**config.mk**
```make
export PLATFORM = sky130hd
export DESIGN_NAME = mul_acc_unit
export DESIGN_NICKNAME = d
export VERILOG_FILES = /design/src/rtl/mac_pkg.sv /design/src/rtl/mac_regs.sv /design/src/rtl/mac_arith.sv /design/src/rtl/mul_acc_unit.sv
export SDC_FILE = /design/constraint.sdc
export NUM_CORES = 1
export LEC_CHECK = 0
export BUFFER_PORTS_ARGS = -buffer_cell sky130_fd_sc_hd__buf_2
export CAP_MARGIN = 20
export CORE_ASPECT_RATIO = 1.4
export CORE_MARGIN = 3
export CORE_UTILIZATION = 65
export DETAILED_ROUTE_END_ITERATION = 10
export PLACE_DENSITY = 0.82
export REMOVE_ABC_BUFFERS = 1
export SYNTH_ARGS = -nofsm -noshare
export SYNTH_HDL_FRONTEND = slang
export SYNTH_SLANG_ARGS = --single-unit
```
**constraint.sdc**
```tcl
create_clock -name clk -period 9.7 [get_ports clk]
set_input_delay 1.455 -clock clk [delete_from_list [all_inputs] [get_ports clk]]
set_output_delay 1.455 -clock clk [all_outputs]
set_load 0.02 [all_outputs]
```
**src/rtl/mac_pkg.sv**
```systemverilog
package mac_pkg;

    localparam int ADDR_CTRL = 0;
    localparam int ADDR_OPA  = 1;
    localparam int ADDR_OPB  = 2;
    localparam int ADDR_ACC0 = 3;

    localparam int BIT_NOWR  = 6;
    localparam int BIT_CLR   = 5;

    typedef struct packed {
        logic nowr;   // suppress accumulator update
        logic sq;     // square mode
        logic both;   // wait for both operands
        logic sub;    // subtract / negate
        logic acc;    // accumulate
        logic sgn;    // signed operands
    } mode_t;

endpackage

```
**src/rtl/mac_regs.sv**
```systemverilog
module mac_regs
    import mac_pkg::*;
#(
    parameter int DW     = 16,
    parameter int ADDR_W = 3
) (
    input  logic              clk,
    input  logic              rst_n,
    input  logic              wr_en,
    input  logic [ADDR_W-1:0] addr,
    input  logic [DW-1:0]     wr_data,
    output mode_t             mode,
    output logic [DW-1:0]     op_a,
    output logic [DW-1:0]     op_b,
    output logic              clr,
    output logic              start,
    output logic              go
);

    typedef struct packed {
        mode_t         mode;
        logic [DW-1:0] a;
        logic [DW-1:0] b;
        logic          seen_a;
        logic          seen_b;
        logic          go;
    } regs_t;

    regs_t s_d, s_q;
    logic  wr_ctrl, wr_a, wr_b;
    logic  seen_a_n, seen_b_n;
    logic  unused_hi;

    assign unused_hi = ^wr_data[DW-1:BIT_NOWR+1];
    assign wr_ctrl   = wr_en && (int'(addr) == ADDR_CTRL);
    assign wr_a      = wr_en && (int'(addr) == ADDR_OPA);
    assign wr_b      = wr_en && (int'(addr) == ADDR_OPB);

    always_comb begin
        s_d      = s_q;
        clr      = 1'b0;
        start    = 1'b0;
        seen_a_n = s_q.seen_a | wr_a;
        seen_b_n = s_q.seen_b | wr_b;
        if (wr_ctrl) begin
            s_d.mode = mode_t'({wr_data[BIT_NOWR], wr_data[BIT_CLR-1:0]});
            if (wr_data[BIT_CLR]) begin
                clr        = 1'b1;
                s_d.a      = '0;
                s_d.b      = '0;
                s_d.seen_a = 1'b0;
                s_d.seen_b = 1'b0;
            end
        end else if (wr_a || wr_b) begin
            if (s_q.mode.sq) begin
                s_d.a = wr_data;
                s_d.b = wr_data;
                start = 1'b1;
            end else begin
                if (wr_a) s_d.a = wr_data;
                else      s_d.b = wr_data;
                start = !s_q.mode.both || (seen_a_n && seen_b_n);
            end
            s_d.seen_a = start ? 1'b0 : seen_a_n;
            s_d.seen_b = start ? 1'b0 : seen_b_n;
        end
        s_d.go = start;
    end

    always_ff @(posedge clk or negedge rst_n) begin
        if (!rst_n) s_q <= '0;
        else        s_q <= s_d;
    end

    assign mode = s_q.mode;
    assign op_a = s_q.a;
    assign op_b = s_q.b;
    assign go   = s_q.go;

    AST_SQUARE_FILLS_BOTH: assert property (@(posedge clk) disable iff (!rst_n)
        ((wr_a || wr_b) && s_q.mode.sq) |=> (s_q.a == s_q.b));

    AST_CLEAR_DROPS_TRACKING: assert property (@(posedge clk) disable iff (!rst_n)
        clr |=> (!s_q.seen_a && !s_q.seen_b && !s_q.go));

    AST_TRACKING_NEVER_FULL: assert property (@(posedge clk) disable iff (!rst_n)
        !(s_q.seen_a && s_q.seen_b));

endmodule

```
**src/rtl/mac_arith.sv**
```systemverilog
module mac_arith
    import mac_pkg::*;
#(
    parameter int DW    = 16,
    parameter int ACC_W = 40
) (
    input  logic [DW-1:0]    op_a,
    input  logic [DW-1:0]    op_b,
    input  logic [ACC_W-1:0] acc_in,
    input  mode_t            mode,
    output logic [ACC_W-1:0] result,
    output logic             ovf
);

    localparam int PW  = 2 * DW;
    localparam int EXT = ACC_W - PW;
    localparam int MSB = ACC_W - 1;

    logic signed [PW-1:0] prod_s;
    logic        [PW-1:0] prod_u;
    logic [ACC_W-1:0]     p;
    logic [ACC_W:0]       sum_w;
    logic [ACC_W:0]       diff_w;

    always_comb begin
        prod_s = $signed(op_a) * $signed(op_b);
        prod_u = op_a * op_b;
        p      = mode.sgn ? {{EXT{prod_s[PW-1]}}, prod_s} : {{EXT{1'b0}}, prod_u};
        sum_w  = {1'b0, acc_in} + {1'b0, p};
        diff_w = {1'b0, acc_in} - {1'b0, p};
        result = p;
        ovf    = 1'b0;
        if (!mode.acc) begin
            if (mode.sub) begin
                result = '0 - p;
                ovf    = !mode.sgn;
            end
        end else if (mode.sub) begin
            result = diff_w[ACC_W-1:0];
            ovf    = mode.sgn ? ((acc_in[MSB] != p[MSB]) && (diff_w[MSB] != acc_in[MSB]))
                              : diff_w[ACC_W];
        end else begin
            result = sum_w[ACC_W-1:0];
            ovf    = mode.sgn ? ((acc_in[MSB] == p[MSB]) && (sum_w[MSB] != acc_in[MSB]))
                              : sum_w[ACC_W];
        end
    end

endmodule

```
**src/rtl/mul_acc_unit.sv**
```systemverilog
module mul_acc_unit
    import mac_pkg::*;
#(
    parameter int DW     = 16,
    parameter int ACC_W  = 40,
    parameter int ADDR_W = 3
) (
    input  logic              clk,
    input  logic              rst_n,
    input  logic              wr_en,
    input  logic [ADDR_W-1:0] addr,
    input  logic [DW-1:0]     wr_data,
    output logic [DW-1:0]     rd_data
);

    localparam int NWORDS = (ACC_W + DW - 1) / DW;

    initial begin
        if (ACC_W <= 2 * DW || ADDR_ACC0 + NWORDS > (1 << ADDR_W))
            $error("mul_acc_unit: parameter set not supported");
    end

    typedef struct packed {
        logic [ACC_W-1:0] acc;
        logic             of;
    } st_t;

    st_t                    st_d, st_q;
    mode_t                  mode;
    logic [DW-1:0]          op_a, op_b;
    logic                   clr, start, go;
    logic [ACC_W-1:0]       result;
    logic                   ovf;
    logic [NWORDS*DW-1:0]   acc_pad;

    mac_regs #(.DW(DW), .ADDR_W(ADDR_W)) u_regs (
        .clk(clk), .rst_n(rst_n), .wr_en(wr_en), .addr(addr), .wr_data(wr_data),
        .mode(mode), .op_a(op_a), .op_b(op_b), .clr(clr), .start(start), .go(go)
    );

    mac_arith #(.DW(DW), .ACC_W(ACC_W)) u_arith (
        .op_a(op_a), .op_b(op_b), .acc_in(st_q.acc), .mode(mode),
        .result(result), .ovf(ovf)
    );

    always_comb begin
        st_d = st_q;
        if (clr) begin
            st_d = '0;
        end else begin
            if (go) begin
                st_d.of = ovf;
                if (!mode.nowr) st_d.acc = result;
            end
            if (start) st_d.of = 1'b0;
        end
    end

    always_ff @(posedge clk or negedge rst_n) begin
        if (!rst_n) st_q <= '0;
        else        st_q <= st_d;
    end

    always_comb begin
        acc_pad              = '0;
        acc_pad[ACC_W-1:0]   = st_q.acc;
        rd_data              = '0;
        if (int'(addr) == ADDR_CTRL) begin
            rd_data[7:0] = {st_q.of, mode.nowr, 1'b0, mode.sq, mode.both,
                            mode.sub, mode.acc, mode.sgn};
        end else if (int'(addr) == ADDR_OPA) begin
            rd_data = op_a;
        end else if (int'(addr) == ADDR_OPB) begin
            rd_data = op_b;
        end else begin
            for (int i = 0; i < NWORDS; i++) begin
                if (int'(addr) == ADDR_ACC0 + i) rd_data = acc_pad[i*DW +: DW];
            end
        end
    end

    AST_CLEAR_WIPES_DATA: assert property (@(posedge clk) disable iff (!rst_n)
        clr |=> (st_q.acc == '0 && !st_q.of));

    AST_SUPPRESS_KEEPS_ACC: assert property (@(posedge clk) disable iff (!rst_n)
        (go && mode.nowr && !clr) |=> $stable(st_q.acc));

    AST_START_CLEARS_FLAG: assert property (@(posedge clk) disable iff (!rst_n)
        (start && !clr) |=> !st_q.of);

    AST_IDLE_HOLDS_ACC: assert property (@(posedge clk) disable iff (!rst_n)
        (!go && !clr) |=> $stable(st_q.acc));

endmodule

```
== Word-level counts from Yosys, hierarchy flattened ==
Cells that the tools add are included.

* Bits of input ports: 22
* Memory bits (writable): 0
* Memories kept: 0
* Register bits: 82
* Bits in read-only memories: 0
* Bits in latches: 0

* Mux-type cells: 35
* Add/subtract/negate cells: 3
* Div/mod/pow operators: 0
* Multipliers: 2
* Equality and inequality tests: 12
* Shifts and indexed selects: 0
* Reductions and logical operators: 19
* Magnitude comparators: 0
* Bitwise operators: 2

{| class="wikitable"
|+ Operators with widths
! operator !! count
|-
| 40-bit 2-to-1 mux || 5
|-
| 16-bit 2-to-1 mux || 7
|-
| 34-bit 2-to-1 mux || 3
|-
| 41-bit 2-to-1 mux || 2
|-
| 16-bit by 16-bit multiplier with 32-bit output || 2
|-
| 40-bit by 40-bit adder with 41-bit output || 1
|-
| 40-bit by 40-bit subtractor with 41-bit output || 1
|-
| 1-bit by 40-bit subtractor with 40-bit output (first input constant) || 1
|-
| 32-bit 2-to-1 mux || 1
|-
| 8-bit 2-to-1 mux || 2
|-
| 1-bit 2-to-1 mux || 15
|-
| 3-bit == test (second input constant) || 4
|-
| 1-bit logical AND || 6
|-
| 3-bit AND reduction || 2
|-
| 3-bit nonzero test || 2
|-
| 2-bit inequality test (second input constant) || 2
|-
| 2-bit AND reduction || 2
|-
| 2-bit nonzero test || 2
|-
| 3-bit by 2-bit == test with 1-bit output (second input constant) || 1
|-
| 3-bit zero test || 1
|-
| 1-bit inequality test || 3
|-
| 3-bit by 1-bit inequality test with 1-bit output (second input constant) || 1
|-
| 1-bit zero test || 2
|-
| 1-bit logical OR || 2
|-
| other kinds (2) || 3
|}

== Logic depth before layout (Yosys ltp) ==
Gate-level depths: netlist (run 1).

* Depth after elaboration: 12
* Mapped depth: 40
* Gate-level depth less buffers: 37

== By module ==
Synthesis (run 1) repeated with hierarchy kept, for this count alone.

* Cells, all modules: 2953
* Area total of the unflattened synthesis: 25195.4 sq um

{| class="wikitable"
|+ Modules (own cells, without submodules)
! module !! instances !! area an instance (sq um) !! cells each
|-
| mac_arith || 1 || 20940.1 || 2578
|-
| mul_acc_unit || 1 || 2183.3 || 182
|-
| mac_regs || 1 || 2072.0 || 193
|}

== Least setup slack after synthesis (run 1) ==
OpenSTA, ideal clock, no wires.

* Path kind: reg-to-reg
* Start point: reg u_regs.s_q, in the netlist u_regs.op_a[12]
* End point: reg st_q[0] in the netlist's numbering
* Arrival time: 8.855 ns
* Stages on the path, launching flop included: 37
* Slack: 0.752 ns
* Path through: dfrtp_1 > clkbuf_1 > clkbuf_1 > nand2_1 > fa_1 > fa_1 > inv_1 > fa_1 > inv_1 > fa_1 > inv_1 > fa_1 > inv_1 > fa_1 > inv_1 > ha_1 > a21oi_1 > o211ai_1 > a32oi_1 > o21ai_0 > xor2_1 > mux2i_1 > inv_1 > ha_1 > buf_2 > inv_2 > a21oi_1 > nor3_1 > a2111o_1 > a311o_1 > or4b_1 > a31oi_2 > nor3_1 > or3_1 > xnor2_1 > o41a_1 > a211oi_1

* Cells in the longest elaborated chain, start to end: 11

{| class="wikitable"
|+ RTL lines
! element !! line !! RTL
|-
| start, declared || mac_regs.sv:29 || <nowiki>regs_t s_d, s_q;</nowiki>
|-
| start signal, assigned || mac_regs.sv:71 || <nowiki>if (!rst_n) s_q <= '0;</nowiki>
|-
| start signal, assigned || mac_regs.sv:72 || <nowiki>else s_q <= s_d;</nowiki>
|-
| 16-bit by 16-bit multiplier with 32-bit output, on equally long branches || mac_arith.sv:27, mac_arith.sv:26 ||
|-
| 40-bit 2-to-1 mux * || mac_arith.sv:28 || <nowiki>p = mode.sgn ? {{EXT{prod_s[PW-1]}}, prod_s} : {{EXT{1'b0}}, prod_u};</nowiki>
|-
| 40-bit by 40-bit adder with 41-bit output or 40-bit by 40-bit subtractor with 41-bit output (tied branches) || mac_arith.sv:29, mac_arith.sv:30 ||
|-
| 1-bit inequality test, on equally long branches || mac_arith.sv:44, mac_arith.sv:40 ||
|-
| 1-bit logical AND, on equally long branches || mac_arith.sv:44, mac_arith.sv:40 ||
|-
| 1-bit 2-to-1 mux, on equally long branches || mac_arith.sv:44, mac_arith.sv:40 ||
|-
| 1-bit 2-to-1 mux * || mac_arith.sv:38 || <nowiki>end else if (mode.sub) begin</nowiki>
|-
| 1-bit 2-to-1 mux * || mac_arith.sv:33 || <nowiki>if (!mode.acc) begin</nowiki>
|-
| 41-bit 2-to-1 mux * || mul_acc_unit.sv:51 || <nowiki>if (go) begin</nowiki>
|-
| 1-bit 2-to-1 mux * || mul_acc_unit.sv:55 || <nowiki>if (start) st_d.of = 1'b0;</nowiki>
|-
| 41-bit 2-to-1 mux * || mul_acc_unit.sv:48 || <nowiki>if (clr) begin</nowiki>
|-
| end signal, assigned || mul_acc_unit.sv:61 || <nowiki>else st_q <= st_d;</nowiki>
|-
| end, declared || mul_acc_unit.sv:28 || <nowiki>st_t st_d, st_q;</nowiki>
|}

Every way passes the cells marked *; elsewhere a longest branch is shown, timed or not. The select of a mux whose other input is x is not followed.
A chain may end at the register's enable or synchronous reset.

== Worst setup path after layout (run 1) ==
* Start point: reg u_regs.s_q, in the netlist u_regs.op_a[6]
* End point: reg st_q[0] in the netlist's numbering

The elaborated chain is that of the path after synthesis.

==> results.toml, run 1 <==
[logic_synthesis]
synth_compound_area_frac = 0.1604
syn-cell-area_mm2 = 0.02411
synthMuxAreaShare = 0.02455
yosys.area_share.xor_xnor = 0.04427
synth_top_area_cell = "fa_1"
synth_top_area_frac = 0.3040
synth_area_leaders = "fa_1, ha_1, inv_1"
synthTopCellsByCount = "inv_1, fa_1, nand2_1, ha_1, a21oi_1"
ys_async_sr_fraction = 1.000
avgSynthCellArea_um2 = 8.267
synth-adder-area-share = 0.4275
synth-main-ff-cell = "dfrtp_1"
syn-instance-count = 2916
synth_edf_count = 0
synth-seq-cells = 82
yosys.area_share.simple = 0.1479
synth_cell_types = 92
synth_seq_area_share = 0.08512
ys_warn_count = 0
synth_top_family_by_area = "adder cells"
yosysMostFrequentCell = "inv_1"

[timing]
max_freq_ghz = 0.1060
period_minus_slack_ns = 9.434
finalSetupViolations = 0
fin_crit_sh = 0.9725
hold_violations = 0
fin_ws_ns = 0.2664
tightestPinTransition_ns = 1.042
fin_skew_ns = 0.009550
drv_slew = 0
relSlewSlack = 0.3035

[cells_and_area]
final_nets = 3551
areaGrowthSynthToFinish_pct = 6.431
nFillCells = 2911
final_layout_size_suffix_gt1_frac = 0.08464

[detailed_routing]
wl_um = 74580
drc = 0
first_iter_violations = 1856
drtAntennaViolNets = 0
wl_per_cell_um = 21.98
viasPerCell = 6.254
firstDrtPassIters = 8
vias = 21221

[clock_tree]
clk_pin_slew_worst_paths_ns = 0.07
cts_sinks = 82
cts_tree = "done"
clock_latency_ns = 0.37
cts-root-buf = "clkbuf_16"
htree_levels = 3
numCtsBuffers = 9
cts_buffer_depth = 2

[die]
ioPinCount = 38
fp.dieH_um = 233.9
row_count = 82
die-area_mm2 = 0.03947
die_w_um = 168.8
start_util = 0.6656
core_mm2 = 0.03622

[placement]
dpl.hpwl_um = 60840
port_buffers = 37
gp_congestion = 1.102
pre_cts_slack_ns = -0.01871

[global_route]
overflow = 0
grt_use_total = 0.3822
grt_pass1_wl_um = 118400
antenna_found_initial = 1
grt_pass1_vias = 22059
grt_max_degree = 74

[run_status]
run_status = "finished clean"

[critical_path]
cpMaxStageDelayCell = "fa_1"
endpoint_kind = "register"
path_buf_inv = 5
path_common_cell = "fa_1"
crit_type = "reg -> reg"
critPathArrivalTime_ns = 9.72
critPathMaxStageDelay_ns = 0.64
crit_fanout = 12
path_delay_family = "adder cells"
start_kind = "register"
required_ns = 9.98

[min_path]
hold_class = "reg -> reg"

[run]
drv_cap = 0
==> flip-flops by register name, summed over array words and instances (netlist names) <==
name and cells:
u_regs.op_b 16, acc_pad 40, u_regs.op_a 16, u_regs.mode 6
st_q 1, u_regs.go 1, u_regs.s_q 2
==> tightest hold or removal path, cell delays in order (launching register included) <==
cell and delay (ns):
dfrtp_1 0.39, nand2_1 0.06, nand2_1 0.06
==> metrics by stage <==
step	utilization	hold slack [ns]	cell area [um^2]	instances	TNS, ns
final	0.7084	0.5416	25660	3393	0
after global routing	0.7083	0.5864	25650	3392	-0.1175
after floorplan	-	0.4674	23550	2770	0
after global placement	0.6919	0.5089	25060	3366	0
after detailed placement	0.6919	0.5167	25060	3366	-0.02954
after CTS	0.7025	0.5327	25440	3382	0
==> final timing paths <==
path                       slack (ns)                         end                  startpoint  cells past startpoint
min in group asynchronous        0.92     acc_pad[37]$_DFFE_PN0P_                       rst_n                      1
min reg2reg                      0.54  u_regs.mode[5]$_DFFE_PN0P_  u_regs.mode[5]$_DFFE_PN0P_                      2
max                              0.27         st_q[0]$_DFFE_PN0P_  u_regs.op_a[6]$_DFFE_PN0P_                     31
max in group asynchronous        7.92  u_regs.mode[2]$_DFFE_PN0P_                       rst_n                      3
min                              0.54  u_regs.mode[5]$_DFFE_PN0P_  u_regs.mode[5]$_DFFE_PN0P_                      2
max reg2reg                      0.27         st_q[0]$_DFFE_PN0P_  u_regs.op_a[6]$_DFFE_PN0P_                     31
==> what timing repair did <==
action                     in CTS  in global routing
gates resized for setup         2                 37
buffers inserted                0                  9
hold endpoints to repair        0                  0
hold buffers                    0                  0
setup endpoints to repair       2                 15
gates cloned                    0                  0
pin swaps                       0                  5
==> cells in the final DEF (no fill, tap or decap), drive strengths merged, types with 15 or more instances in the layout <==
cell / synthesis / routed
and2: 114 / 114
xnor2: 101 / 101
mux2i: 46 / 46
nor3: 28 / 28
o21a: 16 / 16
buf: 11 / 144
fa: 366 / 366
nor2: 129 / 129
a211oi: 17 / 17
a21oi: 172 / 172
o21bai: 15 / 15
inv: 560 / 560
xor2: 20 / 20
a22o: 17 / 17
a31oi: 16 / 16
o211ai: 16 / 16
ha: 238 / 238
nor2b: 20 / 20
o31ai: 21 / 21
o21ai: 165 / 165
a22oi: 17 / 17
dfrtp: 82 / 82
nand2: 325 / 325
nand2b: 23 / 23
a21o: 39 / 39
nand3: 24 / 24
==> final cells by class <==
cell class              instances  area (um^2)  area share
clock buffers                  10        239.0    0.009315
multi-input cells            2127        19510      0.7606
repair buffers                144         1008     0.03931
clock inverters                 6        137.6    0.005365
well taps                     462        578.1     0.02253
flip-flops and latches         82         2071     0.08071
inverters                     561         2106     0.08208
diodes                          1        2.502  0.00009754
==> routing by layer <==
metal | share of wire | track usage | vias to the layer above
met5 | 0.00020 | 0 | -
met4 | 0.059 | 0.1742 | 2
met3 | 0.082 | 0.07049 | 342
met2 | 0.49 | 0.6594 | 1068
met1 | 0.37 | 0.4670 | 10411
li1 | - | - | 9398
==> logic make-up after synthesis <==
family                     count (synthesis)
and+or+nand+nor                          742
adders and majority gates                604
muxes                                     56
DFF                                       82
buffers and inverters                    707
xor gates and xnor gates                 121
AOI/OAI and AO/OA                        604
Power of run 1 is left out: the tool's default activity adds up to more than one toggle a clock period on the data nets, which glitch-free logic cannot reach.
==> inputs of run 2 (changes only) <==
CORE_MARGIN = default   (was 3)
==> results.toml, run 2 (synthesis gave the netlist of run 1 again) <==
[run_status]
run_status = "finished clean"

[timing]
tightestPinTransition_ns = 1.058
fin_skew_ns = 0.01147
max_freq_ghz = 0.1062
drv_slew = 0
fin_crit_sh = 0.9711
hold_violations = 0
relSlewSlack = 0.2930
whs_ns = 0.5720
rsz0062_at_grt = "true"
period_minus_slack_ns = 9.420
finalSetupViolations = 0

[clock_tree]
cts-root-buf = "clkbuf_16"
clk_pin_slew_worst_paths_ns = 0.08
cts_tree = "done"
numCtsBuffers = 9
clock_latency_ns = 0.36
cts_hold_buf = 0
cts_sinks = 82
htree_levels = 3
cts_buffer_depth = 2

[detailed_routing]
viasPerCell = 6.233
firstDrtPassIters = 6
drtAntennaViolNets = 0
first_iter_violations = 1659
wl_per_cell_um = 21.66
vias = 21136
drc = 0
wl_um = 73460

[global_route]
grt_max_degree = 72
antenna_found_initial = 1
overflow = 0
grt_use_total = 0.4057
grt_pass1_wl_um = 117600
grt_pass1_vias = 22300

[cells_and_area]
layout_common_cells = "inv_1, fa_1, nand2_1, ha_1, a21oi_1"
fin_util = 0.6975
fin_cells = 3391
areaGrowthSynthToFinish_pct = 5.767
final_layout_size_suffix_gt1_frac = 0.07969
final_nets = 3545
largest_register_ffs = 40
nFillCells = 3007
final_common_cell = "inv_1"
diodes = 0

[critical_path]
path_buf_inv = 3
critPathMaxStageDelay_ns = 0.57
critPathArrivalTime_ns = 9.69
path_delay_family = "adder cells"
rrSetupSlack_ns = 0.28
reg2reg_to = "st_q[0]$_DFFE_PN0P_"
crit_fanout = 10
reg2reg_from = "u_regs.op_b[1]$_DFFE_PN0P_"
start_kind = "register"
crit_type = "reg -> reg"
endpoint_kind = "register"
rr_worst_depth = 29
path_common_cell = "fa_1"
required_ns = 9.97
cpMaxStageDelayCell = "fa_1"

[die]
start_util = 0.6594
core_mm2 = 0.03656
die-area_mm2 = 0.03787
row_count = 83
fp.dieH_um = 229.9
die_w_um = 164.8
ioPinCount = 38

[min_path]
holdPathStages = 2
hold_end = "u_regs.mode[3]$_DFFE_PN0P_"
hold_class = "reg -> reg"
hold_start = "u_regs.mode[3]$_DFFE_PN0P_"

[placement]
dp.cells = 3372
gp_congestion = 1.020
dpl.hpwl_um = 60510
port_buffers = 37

[run]
drv_cap = 0
## run 2: cell types whose count changed in the layout (fill, tap and decap cells not counted), sizes merged
cell and delta:
clkinv -1, buf -6, clkinvlp +2, diode -1, inv +1, bufinv -3, clkbuf +1
## run 2: stage by stage
step           setup TNS (ns)  cell area, um^2  setup slack, ns
6_report                    0            25500           0.2805
5_1_grt              -0.03209            25500         -0.03209
4_1_cts                     0            25380          0.01781
3_5_place_dp                0            25070          0.07206
3_3_place_gp                0            25070           0.2732
2_1_floorplan               0            23550           0.9546
## run 2: how the worst max path moves through the flow
stage / startpoint / endpoint / slack (ns) / depth (start not counted)
final: u_regs.op_b[1]$_DFFE_PN0P_ / st_q[0]$_DFFE_PN0P_ / 0.28 / 29
after global routing: u_regs.op_b[8]$_DFFE_PN0P_ / st_q[0]$_DFFE_PN0P_ / -0.03 / 29
after CTS: u_regs.op_a[7]$_DFFE_PN0P_ / st_q[0]$_DFFE_PN0P_ / 0.02 / 30
after detailed placement: u_regs.op_a[7]$_DFFE_PN0P_ / st_q[0]$_DFFE_PN0P_ / 0.07 / 30
after global placement: u_regs.op_a[7]$_DFFE_PN0P_ / st_q[0]$_DFFE_PN0P_ / 0.27 / 30
after floorplan: u_regs.op_a[10]$_DFFE_PN0P_ / st_q[0]$_DFFE_PN0P_ / 0.95 / 34
## run 2: metal layers
metal | track usage | up-vias | wire length [um]
li1 | - | 9376 | -
met1 | 0.5010 | 10419 | 27210
met2 | 0.6740 | 1020 | 35660
met3 | 0.05339 | 319 | 5911
met4 | 0.2377 | 2 | 4651
met5 | 0 | - | 15
## run 2: cell type report
type	instances	area, um^2	area share
multi-input combinational	2127	19460	0.7633
inverter	561	2106	0.08259
clock buffer	11	242.7	0.009521
sequential	82	2073	0.08132
tap	467	584.3	0.02292
clock inverter	5	62.56	0.002454
timing repair buffer	138	965.9	0.03789
## run 2: what timing repair did
action	4_1_cts	5_1_grt
setup endpoints to repair	0	8
buffers inserted	0	2
gates resized for setup	0	28
## run 2: tightest hold or removal path: stages (launching register included)
cell	delay (ns)
dfrtp_1	0.39
nand2_1	0.08
nand2_1	0.07
Power of run 2 is left out for the same reason.
